<file path="src/rtl/sbp_pkg.sv">
package sbp_pkg;

    localparam int DATA_W   = 8;
    localparam int RATE_W   = 2;
    localparam int EDGES    = 2 * DATA_W;
    localparam int ECNT_W   = $clog2(EDGES);
    localparam int DIV_W    = (1 << RATE_W) - 1;

    typedef struct packed {
        logic [1:0]        spare;
        logic              ien;
        logic [RATE_W-1:0] rate;
        logic              master;
        logic              cpol;
        logic              cpha;
    } sbp_ctrl_t;

    typedef enum logic {
        SEL_DATA = 1'b0,
        SEL_CTRL = 1'b1
    } sbp_sel_e;

    // Edge index counts from 0; even indices are leading edges.
    function automatic logic edge_samples(input logic [ECNT_W-1:0] idx,
                                          input logic cpha);
        return idx[0] == cpha;
    endfunction

endpackage

</file>
<file path="src/rtl/sbp_sync.sv">
module sbp_sync #(
    parameter int             W       = 2,
    parameter int             STAGES  = 2,
    parameter logic [W-1:0]   RST_VAL = '0
) (
    input  logic         clk,
    input  logic         rst,
    input  logic [W-1:0] d,
    output logic [W-1:0] q
);
    logic [W-1:0] chain [STAGES];

    always_ff @(posedge clk) begin
        if (rst) begin
            for (int i = 0; i < STAGES; i++) chain[i] <= RST_VAL;
        end else begin
            chain[0] <= d;
            for (int i = 1; i < STAGES; i++) chain[i] <= chain[i-1];
        end
    end

    assign q = chain[STAGES-1];
endmodule

</file>
<file path="src/rtl/sbp_divider.sv">
module sbp_divider
    import sbp_pkg::*;
(
    input  logic              clk,
    input  logic              rst,
    input  logic              run,
    input  logic [RATE_W-1:0] rate,
    output logic              tick
);
    logic [DIV_W-1:0] cnt;
    logic [DIV_W-1:0] lim;

    always_comb lim = DIV_W'((32'd1 << rate) - 32'd1);

    assign tick = run && (cnt == lim);

    always_ff @(posedge clk) begin
        if (rst || !run || tick) cnt <= '0;
        else                     cnt <= cnt + DIV_W'(1);
    end

    AST_TICK_NEEDS_RUN: assert property (@(posedge clk) disable iff (rst)
        (!run) |=> (cnt == '0));
endmodule

</file>
<file path="src/rtl/sbp_engine.sv">
module sbp_engine
    import sbp_pkg::*;
(
    input  logic              clk,
    input  logic              rst,
    input  logic              master,
    input  logic              cpol,
    input  logic              cpha,
    input  logic              start,
    input  logic [DATA_W-1:0] start_byte,
    input  logic              edge_ev,
    input  logic              rx_bit,
    input  logic              ss_act,
    input  logic              ss_rise,
    output logic              tx_bit,
    output logic              sck_out,
    output logic              busy,
    output logic              done,
    output logic [DATA_W-1:0] rx_byte
);
    logic              busy_m;
    logic [DATA_W-1:0] shreg;
    logic              tx_q;
    logic              sck_q;
    logic [ECNT_W-1:0] ecnt;
    logic              rx_ready;
    logic              sample;
    logic              last;
    logic [DATA_W-1:0] nxt_shift;

    assign sample    = edge_samples(ecnt, cpha);
    assign last      = (ecnt == ECNT_W'(EDGES - 1));
    assign nxt_shift = {shreg[DATA_W-2:0], rx_bit};
    assign rx_byte   = (edge_ev && sample) ? nxt_shift : shreg;

    assign done = (edge_ev && last && (master || cpha))
               || (!master && !cpha && ss_rise && rx_ready);

    assign busy    = master ? busy_m : ss_act;
    assign tx_bit  = tx_q;
    assign sck_out = sck_q;

    always_ff @(posedge clk) begin
        if (rst) begin
            busy_m   <= 1'b0;
            shreg    <= '0;
            tx_q     <= 1'b0;
            sck_q    <= 1'b0;
            ecnt     <= '0;
            rx_ready <= 1'b0;
        end else begin
            if (master && busy_m) begin
                if (edge_ev) sck_q <= ~sck_q;
            end else begin
                sck_q <= cpol;
            end

            if (start) begin
                shreg    <= start_byte;
                tx_q     <= start_byte[DATA_W-1];
                ecnt     <= '0;
                busy_m   <= master;
                rx_ready <= 1'b0;
            end else if (edge_ev) begin
                if (sample) shreg <= nxt_shift;
                else        tx_q  <= shreg[DATA_W-1];
                ecnt <= ecnt + ECNT_W'(1);
                if (last) begin
                    busy_m <= 1'b0;
                    if (!cpha) rx_ready <= 1'b1;
                end
            end

            if (!master && !ss_act) begin
                ecnt     <= '0;
                rx_ready <= 1'b0;
            end
        end
    end

    AST_SCK_IDLE: assert property (@(posedge clk) disable iff (rst)
        !(master && busy_m) |=> (sck_q == $past(cpol)));
    AST_SLAVE_DESELECTED: assert property (@(posedge clk) disable iff (rst)
        (!master && !ss_act) |=> (ecnt == '0));
    AST_BURST_END: assert property (@(posedge clk) disable iff (rst)
        (master && busy_m && edge_ev && last) |=> !busy_m);
endmodule

</file>
<file path="src/rtl/spi_byte_port.sv">
module spi_byte_port
    import sbp_pkg::*;
#(
    parameter int SYNC_STAGES = 2
) (
    input  logic       clk,
    input  logic       rst,
    input  logic       reg_wr,
    input  logic       reg_sel,
    input  logic [7:0] reg_wdata,
    input  logic       flag_clr,
    output logic [7:0] data_rd,
    output logic [7:0] ctrl_rd,
    output logic       irq_flag,
    output logic       irq,
    output logic       busy,
    output logic       sck_o,
    output logic       sck_oe,
    input  logic       sck_i,
    input  logic       ss_n_i,
    output logic       mosi_o,
    input  logic       mosi_i,
    output logic       miso_o,
    input  logic       miso_i
);
    sbp_ctrl_t         ctrl_q;
    logic [DATA_W-1:0] data_q;
    logic              flag_q;

    logic [2:0] pins_s;
    logic       sck_prev, ss_prev;
    logic       ss_act, ss_rise, sck_chg;
    logic       tick, edge_ev, rx_bit, tx_bit, done;
    logic       wr_data, start;
    logic [DATA_W-1:0] rx_byte;

    sbp_sync #(.W(3), .STAGES(SYNC_STAGES), .RST_VAL(3'b010)) u_sync (
        .clk (clk),
        .rst (rst),
        .d   ({mosi_i, ss_n_i, sck_i}),
        .q   (pins_s)
    );

    always_ff @(posedge clk) begin
        if (rst) begin
            sck_prev <= 1'b0;
            ss_prev  <= 1'b1;
        end else begin
            sck_prev <= pins_s[0];
            ss_prev  <= pins_s[1];
        end
    end

    assign ss_act  = !pins_s[1];
    assign ss_rise = pins_s[1] && !ss_prev;
    assign sck_chg = pins_s[0] ^ sck_prev;

    sbp_divider u_div (
        .clk  (clk),
        .rst  (rst),
        .run  (ctrl_q.master && busy),
        .rate (ctrl_q.rate),
        .tick (tick)
    );

    assign edge_ev = ctrl_q.master ? tick : (ss_act && sck_chg);
    assign rx_bit  = ctrl_q.master ? miso_i : pins_s[2];
    assign wr_data = reg_wr && (sbp_sel_e'(reg_sel) == SEL_DATA);
    assign start   = wr_data && !busy;

    sbp_engine u_eng (
        .clk        (clk),
        .rst        (rst),
        .master     (ctrl_q.master),
        .cpol       (ctrl_q.cpol),
        .cpha       (ctrl_q.cpha),
        .start      (start),
        .start_byte (reg_wdata),
        .edge_ev    (edge_ev),
        .rx_bit     (rx_bit),
        .ss_act     (ss_act),
        .ss_rise    (ss_rise),
        .tx_bit     (tx_bit),
        .sck_out    (sck_o),
        .busy       (busy),
        .done       (done),
        .rx_byte    (rx_byte)
    );

    always_ff @(posedge clk) begin
        if (rst) begin
            ctrl_q <= '0;
            data_q <= '0;
            flag_q <= 1'b0;
        end else begin
            if (reg_wr && (sbp_sel_e'(reg_sel) == SEL_CTRL))
                ctrl_q <= sbp_ctrl_t'(reg_wdata);
            if (done)       data_q <= rx_byte;
            else if (start) data_q <= reg_wdata;
            if (done)          flag_q <= 1'b1;
            else if (flag_clr) flag_q <= 1'b0;
        end
    end

    assign data_rd  = data_q;
    assign ctrl_rd  = ctrl_q;
    assign irq_flag = flag_q;
    assign irq      = flag_q && ctrl_q.ien;
    assign sck_oe   = ctrl_q.master;
    assign mosi_o   = ctrl_q.master ? tx_bit : 1'b0;
    assign miso_o   = ctrl_q.master ? 1'b0 : tx_bit;

    AST_FLAG_STICKY: assert property (@(posedge clk) disable iff (rst)
        (flag_q && !flag_clr) |=> flag_q);
    AST_DONE_LOADS: assert property (@(posedge clk) disable iff (rst)
        done |=> (flag_q && data_q == $past(rx_byte)));
    AST_BUSY_WRITE_DROPPED: assert property (@(posedge clk) disable iff (rst)
        (wr_data && busy && !done) |=> (data_q == $past(data_q)));
endmodule

</file>
<file path="config.mk">
export PLATFORM = sky130hd
export DESIGN_NAME = spi_byte_port
export DESIGN_NICKNAME = d
export VERILOG_FILES = /design/src/rtl/sbp_pkg.sv /design/src/rtl/sbp_sync.sv /design/src/rtl/sbp_divider.sv /design/src/rtl/sbp_engine.sv /design/src/rtl/spi_byte_port.sv
export SDC_FILE = /design/constraint.sdc
export NUM_CORES = 1
export LEC_CHECK = 0
export ABC_CLOCK_PERIOD_IN_PS = 2550
export BUFFER_PORTS_ARGS = -buffer_cell sky130_fd_sc_hd__clkbuf_2
export CAP_MARGIN = 25
export CORE_MARGIN = 5
export CORE_UTILIZATION = 55
export CTS_BUF_LIST = sky130_fd_sc_hd__clkbuf_2
export DETAILED_ROUTE_END_ITERATION = 8
export PLACE_DENSITY = 0.8
export SLEW_MARGIN = 15
export SYNTH_ARGS = -nofsm -noshare
export SYNTH_HDL_FRONTEND = slang
export SYNTH_SLANG_ARGS = --single-unit
</file>
<file path="constraint.sdc">
create_clock -name clk -period 2.55 [get_ports clk]
set_input_delay 0.51 -clock clk [delete_from_list [all_inputs] [get_ports clk]]
set_output_delay 0.51 -clock clk [all_outputs]
set_load 0.05 [all_outputs]
</file>
### Word level (Yosys, flattened, before mapping)

Memories as Yosys holds them, arrays and structs flattened.
Cells that the tools add are included.
W data, S select, Z words.

| word-level totals | value |
|---|---|
| register bits after elaboration | 38 |
| bits in writable memories | 6 |
| input bits | 17 |
| output and inout bits | 23 |
| word-level logic and storage cells | 95 |
| memories kept | 1 |

Memories:

| name | depth | width | rd ports | clocked after Yosys merged registers in | wr ports | line | RTL |
|---|---|---|---|---|---|---|---|
| u_sync.chain | 2 | 3 | 2 | 0 | 2 | sbp_sync.sv:11 | `logic [W-1:0] chain [STAGES];` |

| cells by class | value |
|---|---|
| add/sub/neg operators | 3 |
| eq/ne operators | 5 |
| shift operators | 1 |
| mux-type cells | 26 |
| bitwise logic cells | 6 |
| reductions and logical operators | 36 |

Operators by type and width:

| operator | count |
|---|---|
| $mux W8 | 6 |
| $mux W1 | 18 |
| $logic_and A1 B1 Y1 | 16 |
| $reduce_bool A2 Y1 | 5 |
| $logic_not A1 Y1 | 6 |
| $mux W3 | 2 |
| $reduce_and A2 Y1 | 3 |
| $add A4 B1 Y4 const B | 1 |
| $eq A4 B4 Y1 const B | 1 |
| $logic_or A1 B1 Y1 | 4 |
| $add A3 B1 Y3 const B | 1 |
| $eq A3 B3 Y1 | 1 |
| $not A1 Y1 | 3 |
| $reduce_and A3 Y1 | 1 |
| $reduce_or A3 Y1 | 1 |
| $shl A1 B2 Y3 const A | 1 |
| $sub A3 B1 Y3 const B | 1 |
| $ne A2 B1 Y1 const B | 1 |
| $ne A2 B2 Y1 const B | 1 |
| $or A1 B1 Y1 | 2 |
| $eq A1 B1 Y1 | 1 |
| $xor A1 B1 Y1 | 1 |

### Depth between registers and ports, before layout

Gate-level depths: netlist (run 1).

| logic depth | value |
|---|---|
| depth after elaboration | 9 |
| depth in mapped cells | 8 |
| gate-level depth less buffers | 6 |

### Modules after synthesis

Synthesis (run 1) repeated with hierarchy kept, for this count alone.

| second synthesis, totals | value |
|---|---|
| cell total of the unflattened synthesis | 236 |
| area total of the unflattened synthesis | 2118.3 sq um |

By module, submodules not included:

| module | instances | cells an instance | area an instance (sq um) | sequential area each (sq um) |
|---|---|---|---|---|
| spi_byte_port | 1 | 101 | 885.8 | 380.4 |
| sbp_engine | 1 | 103 | 882.1 | 320.3 |
| sbp_sync | 1 | 15 | 180.2 | 120.1 |
| sbp_divider | 1 | 17 | 170.2 | 60.1 |

### Worst setup path after synthesis (run 1)

Ideal clock, no wire load.

| timing path | value |
|---|---|
| path kind | reg2reg |
| from | reg ctrl_q, in the netlist sck_oe |
| to | reg u_eng.ecnt[1] |
| setup time | 0.070 ns |
| arrival time | 2.582 ns |
| required time | 2.480 ns |
| slack | -0.102 ns |
| cell stages (with the launch flop) | 7 |
| buffers on the path | 1 |
| period minus slack after synthesis | 2.652 ns |
| path through | dfxtp_1 -> buf_6 -> and2b_2 -> nor2_1 -> and2b_2 -> or3_1 -> a21oi_1 |

| between the ends | value |
|---|---|
| word-level cells in the longest chain between the ends | 4 |
| elaborated cells on any way between the ends | 9 |
| classes of those cells | 2 x mux; 7 x reduce/logical |

RTL lines:

| item | line | RTL |
|---|---|---|
| start, declared | spi_byte_port.sv:26 | `sbp_ctrl_t ctrl_q;` |
| start signal, assigned | spi_byte_port.sv:97 | `ctrl_q <= sbp_ctrl_t'(reg_wdata);` |
| $mux W1 (*) | sbp_engine.sv:39 | `assign busy = master ? busy_m : ss_act;` |
| net busy | spi_byte_port.sv:16 | `output logic busy,` |
| $logic_not A1 Y1 or $logic_and A1 B1 Y1 (tied branches) | spi_byte_port.sv:69, spi_byte_port.sv:61 |  |
| $logic_and A1 B1 Y1, on equally long branches | spi_byte_port.sv:69, sbp_divider.sv:15 |  |
| $reduce_or A3 Y1 (no line) or $mux W1 (tied branches) | - |  |
| end signal, assigned | sbp_engine.sv:67 | `ecnt <= ecnt + ECNT_W'(1);` |
| end, declared | sbp_engine.sv:25 | `logic [ECNT_W-1:0] ecnt;` |

Mark *: on every way through the listed nets, which the timed path passes. The rest lies on a longest branch.
A chain may end at the register's enable or synchronous reset.

### Worst setup path in the final report (run 1)

| timing path | value |
|---|---|
| from | reg u_div.cnt[0] |
| to | reg data_q[5] (netlist: data_rd[5]) |

| between the ends | value |
|---|---|
| word-level cells in the longest chain between the ends | 7 |
| elaborated cells on any way between the ends | 10 |
| classes of those cells | 1 x eq/ne; 3 x mux; 6 x reduce/logical |

RTL lines:

| item | line | RTL |
|---|---|---|
| start, declared | sbp_divider.sv:10 | `logic [DIV_W-1:0] cnt;` |
| start signal, assigned | sbp_divider.sv:19 | `else cnt <= cnt + DIV_W'(1);` |
| $eq A3 B3 Y1 (*) | sbp_divider.sv:15 | `assign tick = run && (cnt == lim);` |
| $logic_and A1 B1 Y1 (*) | sbp_divider.sv:15 |  |
| $mux W1 (*) | spi_byte_port.sv:66 | `assign edge_ev = ctrl_q.master ? tick : (ss_act && sck_chg);` |
| $logic_and A1 B1 Y1 (2 in a row) | sbp_engine.sv:36 | `assign done = (edge_ev && last && (master \|\| cpha))` |
| $logic_or A1 B1 Y1 | sbp_engine.sv:37 | `\|\| (!master && !cpha && ss_rise && rx_ready);` |
| $mux W8 or $reduce_bool A2 Y1 (tied branches) | - |  |
| end signal, assigned | spi_byte_port.sv:98 | `if (done) data_q <= rx_byte;` |
| end signal, assigned | spi_byte_port.sv:99 | `else if (start) data_q <= reg_wdata;` |
| end, declared | spi_byte_port.sv:27 | `logic [DATA_W-1:0] data_q;` |

Mark *: on every way between the ends. The rest lies on a longest branch, timed or not.

==> results of run 1 <==
-- routing by layer --
metal | track usage [%] | wire length (µm) | vias up
met5 | 0 | 0 | -
met4 | 7.234 | 59 | 0
met3 | 5.942 | 273 | 8
met2 | 27.01 | 1868 | 50
met1 | 24.27 | 1898 | 739
li1 | - | - | 827
-- power breakdown --
group,switching [mW],internal [mW]
Clock,0.230,0.0682
Combinational,0.130,0.0629
Sequential,0.0176,0.718
-- path summary, 6_finish.rpt --
check                                   startpoint  cells after the start  slack [ns]            endpoint
worst max-delay path                  u_div.cnt[0]                      6        0.35          data_rd[5]
worst min register to register  u_sync.chain[0][1]                      1        0.45  u_sync.chain[0][4]
worst min-delay path                        ss_n_i                      2        0.25  u_sync.chain[0][1]
worst max register to register        u_div.cnt[0]                      6        0.35          data_rd[5]
-- state kept, by name (all words and copies together) (netlist names) --
register,flops
data_rd,8
ss_prev,1
irq_flag,1
u_eng.ecnt,4
u_sync.chain,6
u_eng.shreg,8
u_eng.busy_m,1
u_eng.sck_out,1
u_eng.tx_bit,1
sck_oe,1
u_eng.rx_ready,1
u_div.cnt,3
ctrl_rd,7
sck_prev,1
-- cells by family after synthesis --
| family | count (synthesis) | synth area share (%) |
|---|---|---|
| AO/OA/AOI/OAI | 48 | 16.83 |
| XOR/XNOR | 6 | 2.687 |
| adder cells (fa/ha/maj) | 2 | 1.279 |
| buffers and inverters | 17 | 5.566 |
| flip-flops | 44 | 45.04 |
| multiplexers | 8 | 4.095 |
| AND/OR/NAND/NOR | 92 | 24.50 |
-- worst max-delay path: stages (launching register included) --
cell	delay, ns
dfxtp_1	0.40
nor2b_1	0.14
or4_4	0.43
a211oi_4	0.35
o21ba_1	0.35
and4b_1	0.24
a311oi_1	0.22
-- through the flow --
step | power (mW) | cells | area [µm²]
2_1_floorplan | 0.8965 | 217 | 1958
3_3_place_gp | 0.9407 | 293 | 2151
4_1_cts | 1.242 | 301 | 2200
5_1_grt | 1.288 | 301 | 2200
6_report | 1.228 | 301 | 2200
3_5_place_dp | 0.9438 | 293 | 2151
-- synth_stat cells, drive strengths merged --
cell type  count
dfxtp         44
nand2         24
nor2          21
nor2b         14
a21oi         13
a211oi        11
nand3          9
o21ai          9
buf            8
mux2i          8
clkbuf         6
nand3b         4
or2            4
or3            4
xnor2          4
a31oi          3
inv            3
o2111ai        3
a311oi         2
and2           2
and2b          2
and4b          2
ha             2
nor3           2
o21ba          2
or2b           2
xor2           2
a22oi          1
nand4          1
o21a           1
o21bai         1
o22ai          1
o31ai          1
or4            1
-- cell type report --
class	instances	area share, %
Tap cell	46	2.617
Multi-Input combinational cell	156	44.03
Clock inverter	3	1.081
Clock buffer	5	1.138
Sequential cell	44	40.05
Timing Repair Buffer	44	10.58
Inverter	3	0.5119
-- cells in the final DEF (no fill, tap or decap), types with 3 or more instances in the layout --
master	instances
buf_4	5
a31oi_1	3
dfxtp_1	44
a211oi_1	10
nor2_1	20
nand2_1	24
mux2i_1	8
clkbuf_2	44
xnor2_1	4
a21oi_1	13
or2_2	4
nand3b_1	4
nor2b_1	14
o21ai_0	7
o2111ai_1	3
nand3_1	9
inv_1	3
==> flow_metrics.py, run 1 <==
metrics = {
    "place": {
        "place_hpwl_um": 3153,
        "gp_congestion": 0.8182,
        "place_ws_ns": 0.4298,
        "io_buffers": 39,
    },
    "global_route": {
        "grt_max_degree": 22,
        "grtUsageTotal_pct": 18.17,
        "grt_pass1_wl_um": 7051,
        "antenna_found_initial": 0,
        "globalRouteOverflowTotal": 0,
        "grt_pass1_vias": 1454,
    },
    "cts": {
        "clock_latency_ns": 0.42,
        "cts_tree": "yes",
        "cts_num_sinks": 44,
        "cts-hold-fix-buffers": 0,
        "clkTransAtPathRegs_ns": 0.22,
        "cts_setup_buffers": 0,
        "cts_resized": 0,
        "cts_inserted_buffers": 5,
        "htreeDepth": 2,
        "max-clock-path-buffers": 2,
        "clockRootBuffer": "clkbuf_2",
    },
    "sta": {
        "fmax_mhz": 455.3,
        "tns_ns": 0,
        "worst_pin_slew_ns": 0.3963,
        "finalHoldViolCount": 0,
        "skew_ns": 0.01273,
        "period_needed_ns": 2.196,
        "setup_slack_ns": 0.3537,
        "report.final.slew_viol_count": 0,
        "grt_setup_unrepaired": "false",
        "relSlewSlack_pct": 73.58,
        "fin_crit_sh_pct": 86.13,
        "hold_slack_ns": 0.2537,
        "finalSetupViolations": 0,
    },
    "cells_and_area": {
        "seqCellArea_um2": 880.8,
        "nets": 273,
        "layout-drive-gt1-share_pct": 26.67,
        "n_fill_cell": 320,
        "syn_to_final_growth_pct": 12.48,
        "antenna_cells": 0,
        "post-route-util_pct": 64.89,
        "multi_input_area_um2": 968.4,
    },
    "drt": {
        "ant_nets": 0,
        "drt-initial-drc-count": 119,
        "vias": 1624,
        "avgViaCountPerCell": 5.395,
        "totalWireLength_um": 4099,
        "drc": 0,
        "first_pass_iters": 4,
        "drt-wirelength-per-cell_um": 13.62,
    },
    "floorplan": {
        "die_h_um": 69.63,
        "die_area_um2": 4848,
        "start_util_pct": 57.70,
        "pin_count": 40,
        "core_um2": 3390,
        "rows": 21,
        "die_w_um": 69.63,
    },
    "setup_path": {
        "critPathLaunchType": "flip-flop",
        "worstPathArrival_ns": 2.54,
        "cp_max_fo": 8,
        "cp_data_required_time_ns": 2.90,
        "end_kind": "flip-flop",
        "critical_path_class": "flip-flop to flip-flop",
    },
    "power_and_ir_drop": {
        "vdd_ir_drop_max_mv": 0.3958,
        "p_per_area_nw_per_um2": 558.2,
        "p_leak_nw": 0.8808,
    },
    "synth": {
        "ys_warn_count": 0,
        "synth_cells": 217,
        "synth_top_cell_by_area": "dfxtp_1",
        "ys_top_cells_by_area": "dfxtp_1, nand2_1, nor2b_1",
        "syn_nets": 236,
        "seq_area_frac_synth_pct": 45.04,
        "synth_top_area_share_pct": 45.04,
        "ys_seq_elements": 44,
        "syn-mean-instance-area_um2": 9.012,
        "netlist_area_um2": 1956,
        "synth_cell_types": 39,
    },
    "min_path": {
        "hold_class": "primary input to flip-flop",
    },
    "job": {
        "maxCapViolCount": 0,
    },
    "run_status": {
        "status": "finished clean",
    },
}
Note: power is estimated with default switching activity, not from simulation.
==> run 2, diff against run 1 <==
Settings changed: CELL_PAD_IN_SITES_DETAIL_PLACEMENT set to 0, CELL_PAD_IN_SITES_GLOBAL_PLACEMENT set to 1, CORE_ASPECT_RATIO set to 1.1, CORE_UTILIZATION 55 to 42, PLACE_DENSITY 0.8 to not set, PLACE_DENSITY_LB_ADDON set to 0.1.
==> flow_metrics.py, run 2 (synthesis results as in run 1) <==
metrics = {
    "run_status": {
        "status": "finished clean",
    },
    "drt": {
        "totalWireLength_um": 4541,
        "drc": 0,
        "drt-initial-drc-count": 97,
        "vias": 1627,
        "ant_nets": 0,
        "avgViaCountPerCell": 5.232,
        "drt-wirelength-per-cell_um": 14.60,
        "first_pass_iters": 4,
    },
    "place": {
        "placed_area_um2": 2163,
        "place_hpwl_um": 3320,
        "gp_congestion": 0.7287,
        "io_buffers": 39,
    },
    "setup_path": {
        "critical_path_class": "flip-flop to flip-flop",
        "end_kind": "flip-flop",
        "cp_data_required_time_ns": 2.89,
        "critPathLaunchType": "flip-flop",
        "worstPathArrival_ns": 2.58,
        "cp_max_fo": 9,
    },
    "sta": {
        "skew_ns": 0.02961,
        "grt_setup_unrepaired": "false",
        "finalSetupViolations": 0,
        "fin_crit_sh_pct": 87.66,
        "period_needed_ns": 2.235,
        "relSlewSlack_pct": 70.19,
        "report.final.slew_viol_count": 0,
        "worst_pin_slew_ns": 0.4470,
        "tns_ns": 0,
        "finalHoldViolCount": 0,
        "fmax_mhz": 447.4,
    },
    "global_route": {
        "grt_pass1_wl_um": 7659,
        "grtUsageMet3_pct": 4.896,
        "grt_util_met2_pct": 24.30,
        "grt_pass1_vias": 1575,
        "busiest_layer": "met2",
        "antenna_found_initial": 0,
        "grt_max_degree": 26,
        "grtUsageTotal_pct": 16.57,
        "globalRouteOverflowTotal": 0,
        "grt_use_met1_pct": 23.19,
    },
    "floorplan": {
        "die_h_um": 81.57,
        "pin_count": 40,
        "core_um2": 4587,
        "start_util_pct": 42.64,
        "rows": 26,
        "die_area_um2": 6122,
        "die_w_um": 75.06,
    },
    "job": {
        "maxCapViolCount": 0,
    },
    "cells_and_area": {
        "final_area_um2": 2228,
        "syn_to_final_growth_pct": 13.95,
        "seqCellArea_um2": 880.8,
        "antenna_cells": 0,
        "final_common_cell": "clkbuf_2",
        "layout-drive-gt1-share_pct": 26.67,
        "n_fill_cell": 468,
        "multi_input_area_um2": 968.4,
        "mostFrequentLayoutCells": "clkbuf_2, dfxtp_1, nand2_1",
        "nets": 273,
    },
    "cts": {
        "cts_resized": 0,
        "clockRootBuffer": "clkbuf_2",
        "cts_setup_buffers": 0,
        "cts_inserted_buffers": 5,
        "cts-hold-fix-buffers": 0,
        "cts_num_sinks": 44,
        "clkTransAtPathRegs_ns": 0.22,
        "htreeDepth": 2,
        "cts_tree": "yes",
        "clock_latency_ns": 0.41,
        "max-clock-path-buffers": 2,
    },
    "power_and_ir_drop": {
        "vdd_ir_drop_max_mv": 0.2919,
        "p_per_area_nw_per_um2": 591.7,
        "p_leak_nw": 0.8979,
    },
    "min_path": {
        "hold_class": "primary input to flip-flop",
    },
}
-- run 2: changes by cell type in the layout (fill, tap and decap cells not counted) --
cell / before / now
bufinv_16: 0 / 1
clkbuf_2: 44 / 45
clkinv_4: 1 / 0
clkinv_2: 0 / 1
clkinvlp_4: 2 / 0
-- run 2: path summary, 6_finish.rpt --
path,start,to,slack (ns),cells after the start
worst max-delay path,ctrl_rd[3],data_rd[5],0.31,6
worst max register to register,ctrl_rd[3],data_rd[5],0.31,6
worst min-delay path,ss_n_i,u_sync.chain[0][1],0.25,2
worst min register to register,u_sync.chain[0][0],u_sync.chain[0][3],0.43,1
-- run 2: metal layers --
| metal | part of all wire [%] | up-vias |
|---|---|---|
| li1 | - | 824 |
| met4 | 1.2 | 0 |
| met2 | 45 | 36 |
| met5 | 0 | - |
| met1 | 49 | 761 |
| met3 | 5.6 | 6 |
-- run 2: where the power goes --
part	total, mW	switching, mW	internal [mW]
clock network	0.386	0.217	0.169
registers	0.736	0.0183	0.718
logic	0.197	0.133	0.0639
total	1.32	0.368	0.951
-- run 2: cell type report --
| cell class | count | area share [%] |
|---|---|---|
| Clock buffer | 6 | 1.348 |
| Timing Repair Buffer | 44 | 10.44 |
| Clock inverter | 2 | 1.572 |
| Sequential cell | 44 | 39.53 |
| Tap cell | 56 | 3.144 |
| Inverter | 3 | 0.5053 |
| Multi-Input combinational cell | 156 | 43.46 |
-- run 2: critical path, cell delays in order, from the launching register on --
cell,delay (ns)
dfxtp_1,0.46
nor2b_1,0.07
or4_4,0.43
a211oi_4,0.41
o21ba_1,0.35
and4b_1,0.24
a311oi_1,0.22
-- run 2: per-stage QoR --
stage | setup WS, ns | power, mW | instances | hold WS, ns | util, %
6_report | 0.3147 | 1.319 | 311 | 0.2542 | 48.58
5_1_grt | 0.07809 | 1.389 | 311 | 0.2027 | 48.58
4_1_cts | 0.3019 | 1.339 | 311 | 0.2334 | 48.58
3_5_place_dp | 0.3168 | 0.9483 | 303 | 0.4022 | 47.16
3_3_place_gp | 0.3600 | 0.9499 | 303 | 0.3922 | 47.16
2_1_floorplan | 0.1442 | 0.8965 | 217 | 0.3895 | -
